<file path="src/rtl/bpd_pkg.sv">
// Package bpd_pkg
// Shared widths, field layout and pattern tables for the bitplane block
// decoder. Assumes an 8-bit pixel, a 4x2 block and a 32-bit word.
package bpd_pkg;
    localparam int PIX_W      = 8;
    localparam int HALF_PIX   = 4;
    localparam int BLOCK_PIX  = 2 * HALF_PIX;
    localparam int MODE_W     = 2;
    localparam int SP_W       = 2;
    localparam int DEC_W      = 2;
    localparam int IDX_W      = 3;
    localparam int NIB_W      = HALF_PIX;
    localparam int PAT_PLANES = 4;
    localparam int CODE_W     = IDX_W * PAT_PLANES;
    localparam int RAW_PLANES = CODE_W / NIB_W;
    localparam int PREFIX_W   = MODE_W + 1;
    localparam int WORD_W     = MODE_W + SP_W + 2 * DEC_W + 2 * CODE_W;
    localparam int OUT_W      = BLOCK_PIX * PIX_W;
    localparam logic [DEC_W-1:0] DEC_RAW = 2'd3;

    typedef struct packed {
        logic [MODE_W-1:0] mode;
        logic [SP_W-1:0]   sp;
        logic [DEC_W-1:0]  dec_l;
        logic [DEC_W-1:0]  dec_r;
        logic [CODE_W-1:0] code_l;
        logic [CODE_W-1:0] code_r;
    } cword_t;

    // Returns the 2x2 plane nibble for a pattern group and index.
    function automatic logic [NIB_W-1:0] pattern_nibble(
        input logic [DEC_W-1:0] grp,
        input logic [IDX_W-1:0] idx
    );
        logic [NIB_W-1:0] r;
        case (idx)
            3'd0: r = 4'h0;
            3'd1: r = 4'hF;
            3'd2: r = 4'hE;
            3'd3: r = 4'h7;
            default: begin
                case ({grp, idx})
                    5'b00_100: r = 4'h3;
                    5'b00_101: r = 4'hC;
                    5'b00_110: r = 4'h1;
                    5'b00_111: r = 4'h8;
                    5'b01_100: r = 4'hA;
                    5'b01_101: r = 4'h9;
                    5'b01_110: r = 4'h6;
                    5'b01_111: r = 4'h5;
                    5'b10_100: r = 4'hD;
                    5'b10_101: r = 4'hB;
                    5'b10_110: r = 4'h2;
                    5'b10_111: r = 4'h4;
                    default:   r = 4'h0;
                endcase
            end
        endcase
        return r;
    endfunction
endpackage

</file>
<file path="src/rtl/bpd_plane_source.sv">
// Module bpd_plane_source
// Produces the plane nibble for one coded slot of a 2x2 half: either a
// pattern-table lookup of the slot's 3-bit index, or the slot's raw nibble
// when the decision is raw. Slots at or beyond RAW_PLANES exist only for
// pattern decisions; their output is ignored by the caller in raw mode.
module bpd_plane_source
    import bpd_pkg::*;
#(
    parameter int SLOT = 0
) (
    input  logic [DEC_W-1:0]  dec,
    input  logic [CODE_W-1:0] code,
    output logic [NIB_W-1:0]  nib
);
    localparam int IDX_TOP = CODE_W - 1 - IDX_W * SLOT;

    logic [IDX_W-1:0] idx;
    logic [NIB_W-1:0] pat_nib;

    // Extract this slot's index and look it up.
    assign idx     = code[IDX_TOP -: IDX_W];
    assign pat_nib = pattern_nibble(dec, idx);

    generate
        if (SLOT < RAW_PLANES) begin : g_raw
            localparam int NIB_TOP = CODE_W - 1 - NIB_W * SLOT;
            // Raw decision takes the stored nibble directly.
            assign nib = (dec == DEC_RAW) ? code[NIB_TOP -: NIB_W] : pat_nib;
        end else begin : g_pat_only
            // Only pattern decisions reach this slot.
            assign nib = pat_nib;
        end
    endgenerate
endmodule

</file>
<file path="src/rtl/bpd_half_decoder.sv">
// Module bpd_half_decoder
// Rebuilds the four pixels of one 2x2 half. Bits above the start plane
// come from the mode prefix, then the coded planes follow, then a
// midpoint fill (one, then zeros). Pixel q of the half reads nibble bit
// NIB_W-1-q. Purely combinational.
module bpd_half_decoder
    import bpd_pkg::*;
(
    input  logic [MODE_W-1:0]         mode,
    input  logic [SP_W-1:0]           sp,
    input  logic [DEC_W-1:0]          dec,
    input  logic [CODE_W-1:0]         code,
    output logic [HALF_PIX*PIX_W-1:0] pix
);
    logic [NIB_W-1:0]    slot_nib [PAT_PLANES];
    logic [PREFIX_W-1:0] prefix;
    int                  n_planes;

    // One plane source per coded slot.
    generate
        for (genvar s = 0; s < PAT_PLANES; s++) begin : g_slot
            bpd_plane_source #(.SLOT(s)) u_src (
                .dec  (dec),
                .code (code),
                .nib  (slot_nib[s])
            );
        end
    endgenerate

    // Implied top planes and number of coded planes.
    assign prefix   = {mode, 1'b0};
    assign n_planes = (dec == DEC_RAW) ? RAW_PLANES : PAT_PLANES;

    // Assemble each pixel bit from prefix, coded plane or fill.
    always_comb begin
        pix = '0;
        for (int q = 0; q < HALF_PIX; q++) begin
            for (int b = 0; b < PIX_W; b++) begin
                int         d;
                int         k;
                logic [1:0] kk;
                logic [1:0] pidx;
                logic [1:0] qb;
                logic       bitv;
                d    = PIX_W - 1 - b;
                k    = d - int'(sp);
                kk   = k[1:0];
                pidx = 2'(PREFIX_W - 1 - d);
                qb   = 2'(NIB_W - 1 - q);
                if (d < int'(sp)) begin
                    bitv = prefix[pidx];
                end else if (k < n_planes) begin
                    bitv = slot_nib[kk][qb];
                end else begin
                    bitv = (k == n_planes);
                end
                pix[q*PIX_W + b] = bitv;
            end
        end
    end
endmodule

</file>
<file path="src/rtl/bitplane_block_decoder.sv">
// Module bitplane_block_decoder
// Top of the decoder: splits the word into its fields, decodes both
// halves in parallel and registers the 4x2 block with one cycle of
// latency. Synchronous active-low reset clears the outputs. The pixel
// register only loads when in_valid is high.
module bitplane_block_decoder
    import bpd_pkg::*;
(
    input  logic              clk,
    input  logic              rst_n,
    input  logic              in_valid,
    input  logic [WORD_W-1:0] in_word,
    output logic              out_valid,
    output logic [OUT_W-1:0]  out_pix
);
    localparam int HALF_COLS = HALF_PIX / 2;
    localparam int ROW_PIX   = BLOCK_PIX / 2;

    cword_t                    fields;
    logic [HALF_PIX*PIX_W-1:0] half_pix [2];
    logic [DEC_W-1:0]          half_dec [2];
    logic [CODE_W-1:0]         half_code [2];
    logic [OUT_W-1:0]          block_pix;

    // Field split and per-half selection.
    assign fields       = cword_t'(in_word);
    assign half_dec[0]  = fields.dec_l;
    assign half_dec[1]  = fields.dec_r;
    assign half_code[0] = fields.code_l;
    assign half_code[1] = fields.code_r;

    generate
        for (genvar h = 0; h < 2; h++) begin : g_half
            bpd_half_decoder u_half (
                .mode (fields.mode),
                .sp   (fields.sp),
                .dec  (half_dec[h]),
                .code (half_code[h]),
                .pix  (half_pix[h])
            );
            // Place half pixel q at row q/2, column 2h + q%2.
            for (genvar q = 0; q < HALF_PIX; q++) begin : g_place
                localparam int POS = (q / HALF_COLS) * ROW_PIX + h * HALF_COLS + (q % HALF_COLS);
                assign block_pix[POS*PIX_W +: PIX_W] = half_pix[h][q*PIX_W +: PIX_W];
            end
        end
    endgenerate

    // Output register with synchronous clear.
    always_ff @(posedge clk) begin
        if (!rst_n) begin
            out_valid <= 1'b0;
            out_pix   <= '0;
        end else begin
            out_valid <= in_valid;
            if (in_valid) begin
                out_pix <= block_pix;
            end
        end
    end
endmodule

</file>
<file path="config.mk">
export PLATFORM = sky130hd
export DESIGN_NAME = bitplane_block_decoder
export DESIGN_NICKNAME = d
export VERILOG_FILES = /design/src/rtl/bpd_pkg.sv /design/src/rtl/bpd_plane_source.sv /design/src/rtl/bpd_half_decoder.sv /design/src/rtl/bitplane_block_decoder.sv
export SDC_FILE = /design/constraint.sdc
export NUM_CORES = 1
export LEC_CHECK = 0
export ABC_AREA = 1
export BUFFER_PORTS_ARGS = -buffer_cell sky130_fd_sc_hd__buf_2
export CORE_ASPECT_RATIO = 2
export CORE_MARGIN = 1
export CORE_UTILIZATION = 25
export CTS_CLUSTER_SIZE = 40
export DETAILED_ROUTE_END_ITERATION = 10
export GPL_TIMING_DRIVEN = 1
export PLACE_DENSITY = 0.45
export RECOVER_POWER = 100
export SLEW_MARGIN = 20
export SYNTH_ARGS = -nofsm -noshare
export SYNTH_HDL_FRONTEND = slang
export SYNTH_SLANG_ARGS = --single-unit
</file>
<file path="constraint.sdc">
create_clock -name clk -period 6.4 [get_ports clk]
set_clock_uncertainty 0.1 [all_clocks]
set_input_delay 0.64 -clock clk [delete_from_list [all_inputs] [get_ports clk]]
set_output_delay 0.64 -clock clk [all_outputs]
set_load 0.01 [all_outputs]
</file>
Yosys cells after proc, flatten, opt, wreduce, memory -nomap -nowiden
Memory sizes are Yosys's and may differ from the RTL's.
Index checks and enable logic that the tools add are counted.
{"block": "word_totals", "regBits": 65, "latch_bits": 0, "ram_bits": 0, "romBits": 1024, "in_bits": 35, "output_inout_bits": 65, "elab_cells": 255, "n_memories": 8}
{"name": "(no name shown)", "words": 32, "width": 4, "rd": 1, "rd_clocked_by_memory_dff": 0, "wr": 0, "line_no": "bpd_pkg.sv:42", "text": "case ({grp, idx})"}
{"name": "(no name shown)", "words": 32, "width": 4, "rd": 1, "rd_clocked_by_memory_dff": 0, "wr": 0, "line_no": "bpd_pkg.sv:42"}
{"name": "(no name shown)", "words": 32, "width": 4, "rd": 1, "rd_clocked_by_memory_dff": 0, "wr": 0, "line_no": "bpd_pkg.sv:42"}
{"name": "(no name shown)", "words": 32, "width": 4, "rd": 1, "rd_clocked_by_memory_dff": 0, "wr": 0, "line_no": "bpd_pkg.sv:42"}
{"name": "(no name shown)", "words": 32, "width": 4, "rd": 1, "rd_clocked_by_memory_dff": 0, "wr": 0, "line_no": "bpd_pkg.sv:42"}
{"name": "(no name shown)", "words": 32, "width": 4, "rd": 1, "rd_clocked_by_memory_dff": 0, "wr": 0, "line_no": "bpd_pkg.sv:42"}
{"name": "2 more memories"}
{"block": "classes", "add_sub_neg": 8, "n_mul": 0, "n_div": 0, "order_cmp": 27, "eq_ne": 42, "n_shift": 0, "mux": 152, "n_bitwise": 8, "reduce_logical": 8}
{"operator": "32-bit == test", "n": 16}
{"operator": "32-bit < comparator", "n": 16}
{"operator": "4-bit 2-to-1 mux", "n": 38}
{"operator": "4-bit binary-select mux with 2-bit select", "n": 16}
{"operator": "4-bit case mux with 4 select lines", "n": 8}
{"operator": "1-bit 2-to-1 mux", "n": 88}
{"operator": "3-bit by 2-bit == test with 1-bit output, second input constant", "n": 16}
{"operator": "3-bit by 1-bit == test with 1-bit output, second input constant", "n": 8}
{"operator": "3-bit greater-or-equal comparator, second input constant", "n": 8}
{"operator": "3-bit logical NOT", "n": 8}
{"operator": "2-bit NOT with 3-bit output", "n": 8}
{"operator": "3-bit by 2-bit subtractor with 4-bit output, first input constant", "n": 4}
{"operator": "3-bit 2-to-1 mux", "n": 2}
{"operator": "1-bit by 2-bit subtractor with 3-bit output, first input constant", "n": 2}
{"operator": "2-bit by 2-bit subtractor with 3-bit output, first input constant", "n": 2}
{"operator": "2-bit == test, second input constant", "n": 2}
{"operator": "1-bit by 2-bit < comparator with 1-bit output, first input constant", "n": 2}
{"operator": "2-bit < comparator, first input constant", "n": 1}

Depth between registers and ports, before layout
{"block": "logic_depth", "depth_word": 8, "ltp_mapped": 13, "mapped_depth_nobuf": 13}

By module
Synthesis repeated with hierarchy kept, for this count alone.
{"block": "unflattened", "hier_cells": 1214, "hier_area_um2": 6882.9}
{"module": "bitplane_block_decoder", "instances": 1, "cells_per_inst": 408, "area_per_inst_um2": 2648.8, "seq_area_each_um2": 1301.2}
{"module": "bpd_half_decoder", "instances": 2, "cells_per_inst": 213, "area_per_inst_um2": 1118.6, "seq_area_each_um2": 0.0}
{"module": "bpd_plane_source (g_half[0].u_half.g_slot[0].u_src ...)", "instances": 2, "cells_per_inst": 50, "area_per_inst_um2": 261.5, "seq_area_each_um2": 0.0}
{"module": "bpd_plane_source (g_half[1].u_half.g_slot[2].u_src)", "instances": 1, "cells_per_inst": 50, "area_per_inst_um2": 275.3, "seq_area_each_um2": 0.0}
{"module": "bpd_plane_source (g_half[0].u_half.g_slot[2].u_src)", "instances": 1, "cells_per_inst": 50, "area_per_inst_um2": 267.8, "seq_area_each_um2": 0.0}
{"module": "bpd_plane_source (g_half[1].u_half.g_slot[1].u_src)", "instances": 1, "cells_per_inst": 49, "area_per_inst_um2": 255.2, "seq_area_each_um2": 0.0}
{"module": "bpd_plane_source (g_half[0].u_half.g_slot[1].u_src)", "instances": 1, "cells_per_inst": 51, "area_per_inst_um2": 254.0, "seq_area_each_um2": 0.0}
{"module": "bpd_plane_source (g_half[1].u_half.g_slot[3].u_src)", "instances": 1, "cells_per_inst": 41, "area_per_inst_um2": 214.0, "seq_area_each_um2": 0.0}
{"module": "bpd_plane_source (g_half[0].u_half.g_slot[3].u_src)", "instances": 1, "cells_per_inst": 39, "area_per_inst_um2": 207.7, "seq_area_each_um2": 0.0}

Worst setup path before layout
No wires, ideal clock.
{"block": "synth_timing", "path_type": "in2reg", "start": "input port in_word[28]", "end": "register out_pix[17]", "setup_time_ns": 0.070, "t_arrival_ns": 2.985, "slack_ns": 3.244, "cell_stages": 13, "path_buffers": 4, "cell_sequence": "buf_2 -> inv_2 -> clkbuf_1 -> ha_1 -> buf_2 -> clkinv_1 -> buf_1 -> ha_1 -> inv_1 -> nor2_1 -> o31ai_1 -> nand3_1 -> a21oi_1"}
{"block": "synth_via", "elab_chain_cells": 6, "word_cells_on_any_way": 8}
{"element": "start, declared", "line_no": "bitplane_block_decoder.sv:12", "text": "input logic [WORD_W-1:0] in_word,"}
{"element": "3-bit by 2-bit subtractor with 4-bit output *", "line_no": "bpd_half_decoder.sv:46", "text": "k = d - int'(sp);"}
{"element": "parallel branches: the longest is 4 deep, another holds 32-bit < comparator"}
{"element": "1-bit 2-to-1 mux *", "line_no": "bpd_half_decoder.sv:52", "text": "end else if (k < n_planes) begin"}
{"element": "end signal, assigned", "line_no": "bitplane_block_decoder.sv:57", "text": "out_pix <= block_pix;"}
{"element": "end, declared", "line_no": "bitplane_block_decoder.sv:14", "text": "output logic [OUT_W-1:0] out_pix"}
Every way passes the cells marked *. The select of a mux whose other input is x is not followed.
A chain may end at the register's enable or synchronous reset.

Worst setup path after layout
Ends and elaborated chain as after synthesis.

==> results.md <==
- Run status: finished, violations left
- Violated checks: capacitance limit, slew limit
- Synth cell types: 32
- First-pass GRT wire length: 28400 um
- DR iter-0 viols: 258
- Hold Crit Class: register to register
- CP Launch Type: primary input
- Setup crit end: out_pix[17]
- Worst-skew pair later-pin latency: 0.33 ns
- Port-buffer cells: 99
- Die Area: 20400 um^2
- Post-synth top flop: dfxtp_1
- Max frequency: 225 MHz
- Post-CTS sizing: 0
- Final WL: 17800 um
- Register bit total from synthesis: 65
- Clock root buffer: clkbuf_16
- Least-Margin Pin Slew: 1.72 ns
- Synth top area share: 26.2%
- Critical Path Start: in_word[28]
- Final Non-Filler Cells: 1119
- Register area share after synthesis: 26.2%
- Area contributors post-synth: dfxtp_1, nand3_1, nand2_1, ha_1, a21oi_1
- Tot Pwr: 1.38 mW
- Register clock-pin slew on the reported worst setup and hold paths: 0.05 ns
- # H-tree levels: 3
- Netlist Area Pre-Place: 4960 um^2
- Clk sinks: 65
- Avg Inst Size Synth: 6.34 um^2
- RSZ-0062 raised after global routing: false
- Total CTS buffers: 9
- FF-to-FF Start: out_pix[57]
- Sw Share: 32.2%
- Internal Pwr Total: 0.938 mW
- Largest net degree at the start of global routing: 44
- Worst Path Arrival: 4.59 ns
- Antenna Cells: 0
- Fin. max-slew vios: 85
- GR Util All Layers: 17.8%
- Combinational share of power: 25.6%
- Post-CTS Setup Bufs: 0
- Final #Nets: 928
- Hold_buf cts: 0
- Die Y: 201 um
- Min Tclk post-route: 4.44 ns
- Routed WL per cell: 15.9 um
- Seq pwr share: 32.9%
- Yosys Warn Count: 0
- Gp weighted congestion: 0.880
- Pwr Density: 236 nW/um^2
- Synth cell count leaders: nand2_1, nand3_1, a21oi_1
- Clock network fraction of design power: 41.4%
- CTS tree: yes
- Setup crit end kind: register
- Reg2reg setup slack: 5.57 ns
- Num ports: 100
- Hold Vio Cnt, Final: 0
- Share of layout cells above drive strength 1: 7.91%
- Slew headroom: -14.7%
- DR pass1 iterations: 4
- WP data required: 6.55 ns
- Antenna viol nets, final: 0
- Crit path kind: primary input to register
- Max Cap Violations: 2
- Gr ovfl total: 0
- Worst Path Max Fanout: 36
- Via count: 5515
- Die width: 102 um
- Fill cells: 2245
- Initial antenna violation count: 0
- Vias per Instance: 4.93
- Layout area overhead: 18.1%
- Syn_nets: 855
- Cell Rows: 72
- Setup TNS: 0 ns
- Most common cell in the synthesized netlist: nand2_1
- Reg2reg path depth: 2
- EDFF count, synth: 0
- DP HPWL: 14500 um
- Core ar.: 19400 um^2
- Reg2reg end: out_pix[57]
- Synth async-reset ratio: 0%
- Number of global-route vias before repair: 5424
- Cell accounting for the most synthesized area: dfxtp_1
- Cell count after placement: 1103
- Remaining DRCs: 0
- Tcrit/Tclk final: 69.4%
- Pleak: 2.57 nW
- Initial core utilization: 25.6%
- Largest vdd supply drop: 0.000140 V
- Clock tree buffer depth: 2
- Post-synthesis cell count: 782
- # setup viols final: 0
- Switching power total: 0.445 mW
logic make-up (layout without fill, tap and decap cells):
| logic type | count (synthesis) | in the layout | synth area share (%) |
|---|---|---|---|
| AOI/OAI and AO/OA | 183 | 183 | 20.5 |
| and+or+nand+nor | 401 | 401 | 35.3 |
| buffers and inverters | 94 | 172 | 8.15 |
| DFF | 65 | 65 | 26.2 |
| xor gates and xnor gates | 1 | 1 | 0.177 |
| adders and majority gates | 38 | 38 | 9.59 |
critical path: stages:
cell and delay, ns:
buf_2 0.51, inv_1 0.65, ha_1 0.91, clkinv_1 0.60, ha_1 0.46, inv_1 0.05, nor2_1 0.05, o31ai_1 0.43
nand3_1 0.13, a21oi_1 0.14
power by group through the flow:
stage               clock (mW)  combinational [mW]  sequential (mW)
global route             0.604               0.402            0.459
CTS                      0.583               0.366            0.455
detailed placement           0               0.365            0.463
global placement             0               0.366            0.462
floorplan                    0               0.227            0.474
finish                   0.573               0.354            0.455
how the worst min path moves through the flow:
stage	startpoint	to	depth (start not counted)
4_1_cts	out_pix[40]	out_pix[40]	2
5_1_grt	out_pix[8]	out_pix[8]	2
3_5_place_dp	out_pix[40]	out_pix[40]	2
6_report	out_pix[56]	out_pix[56]	2
2_1_floorplan	out_pix[40]	out_pix[40]	2
3_3_place_gp	out_pix[40]	out_pix[40]	2
area by class of cell:
class	instances	area (um^2)	area share [%]
repair buffers	101	420	7.18
flip-flops and latches	65	1300	22.2
clock inverters	6	114	1.94
inverters	55	211	3.61
well taps	259	324	5.53
clock buffers	10	239	4.08
multi-input cells	623	3250	55.4
through the flow:
step	util (%)	hold slack, ns	instance area (um^2)	setup WS (ns)
final	30.2	0.361	5860	1.96
after global routing	30.2	0.377	5860	1.49
after CTS	30.7	0.360	5950	2.25
after detailed placement	28.9	0.352	5600	1.91
after global placement	28.9	0.349	5600	2.01
after floorplan	-	0.388	4960	3.24
cell usage in the layout (no fill, tap or decap), types with 6 or more instances in the layout:
| cell type | instances |
|---|---|
| nand2_1 | 192 |
| nand3_1 | 145 |
| a21oi_1 | 80 |
| clkbuf_1 | 68 |
| o21ai_0 | 66 |
| dfxtp_1 | 65 |
| inv_1 | 47 |
| nor2_1 | 44 |
| ha_1 | 38 |
| buf_2 | 33 |
| o211ai_1 | 14 |
| clkbuf_16 | 9 |
| nand4_1 | 8 |
| o21ai_1 | 7 |
| inv_2 | 6 |
registers in the layout (all words and copies together), names as in the netlist:
register,flops
out_pix,64
out_valid,1
layer usage:
layer | up-vias | track usage (%) | wire [um]
met2 | 120 | 32.4 | 9350
met3 | 38 | 2.05 | 520
met4 | 0 | 9.68 | 773
met5 | - | 0 | 0
li1 | 2822 | - | -
met1 | 2535 | 19.5 | 7200
Note: power is estimated with default switching activity, not from simulation.
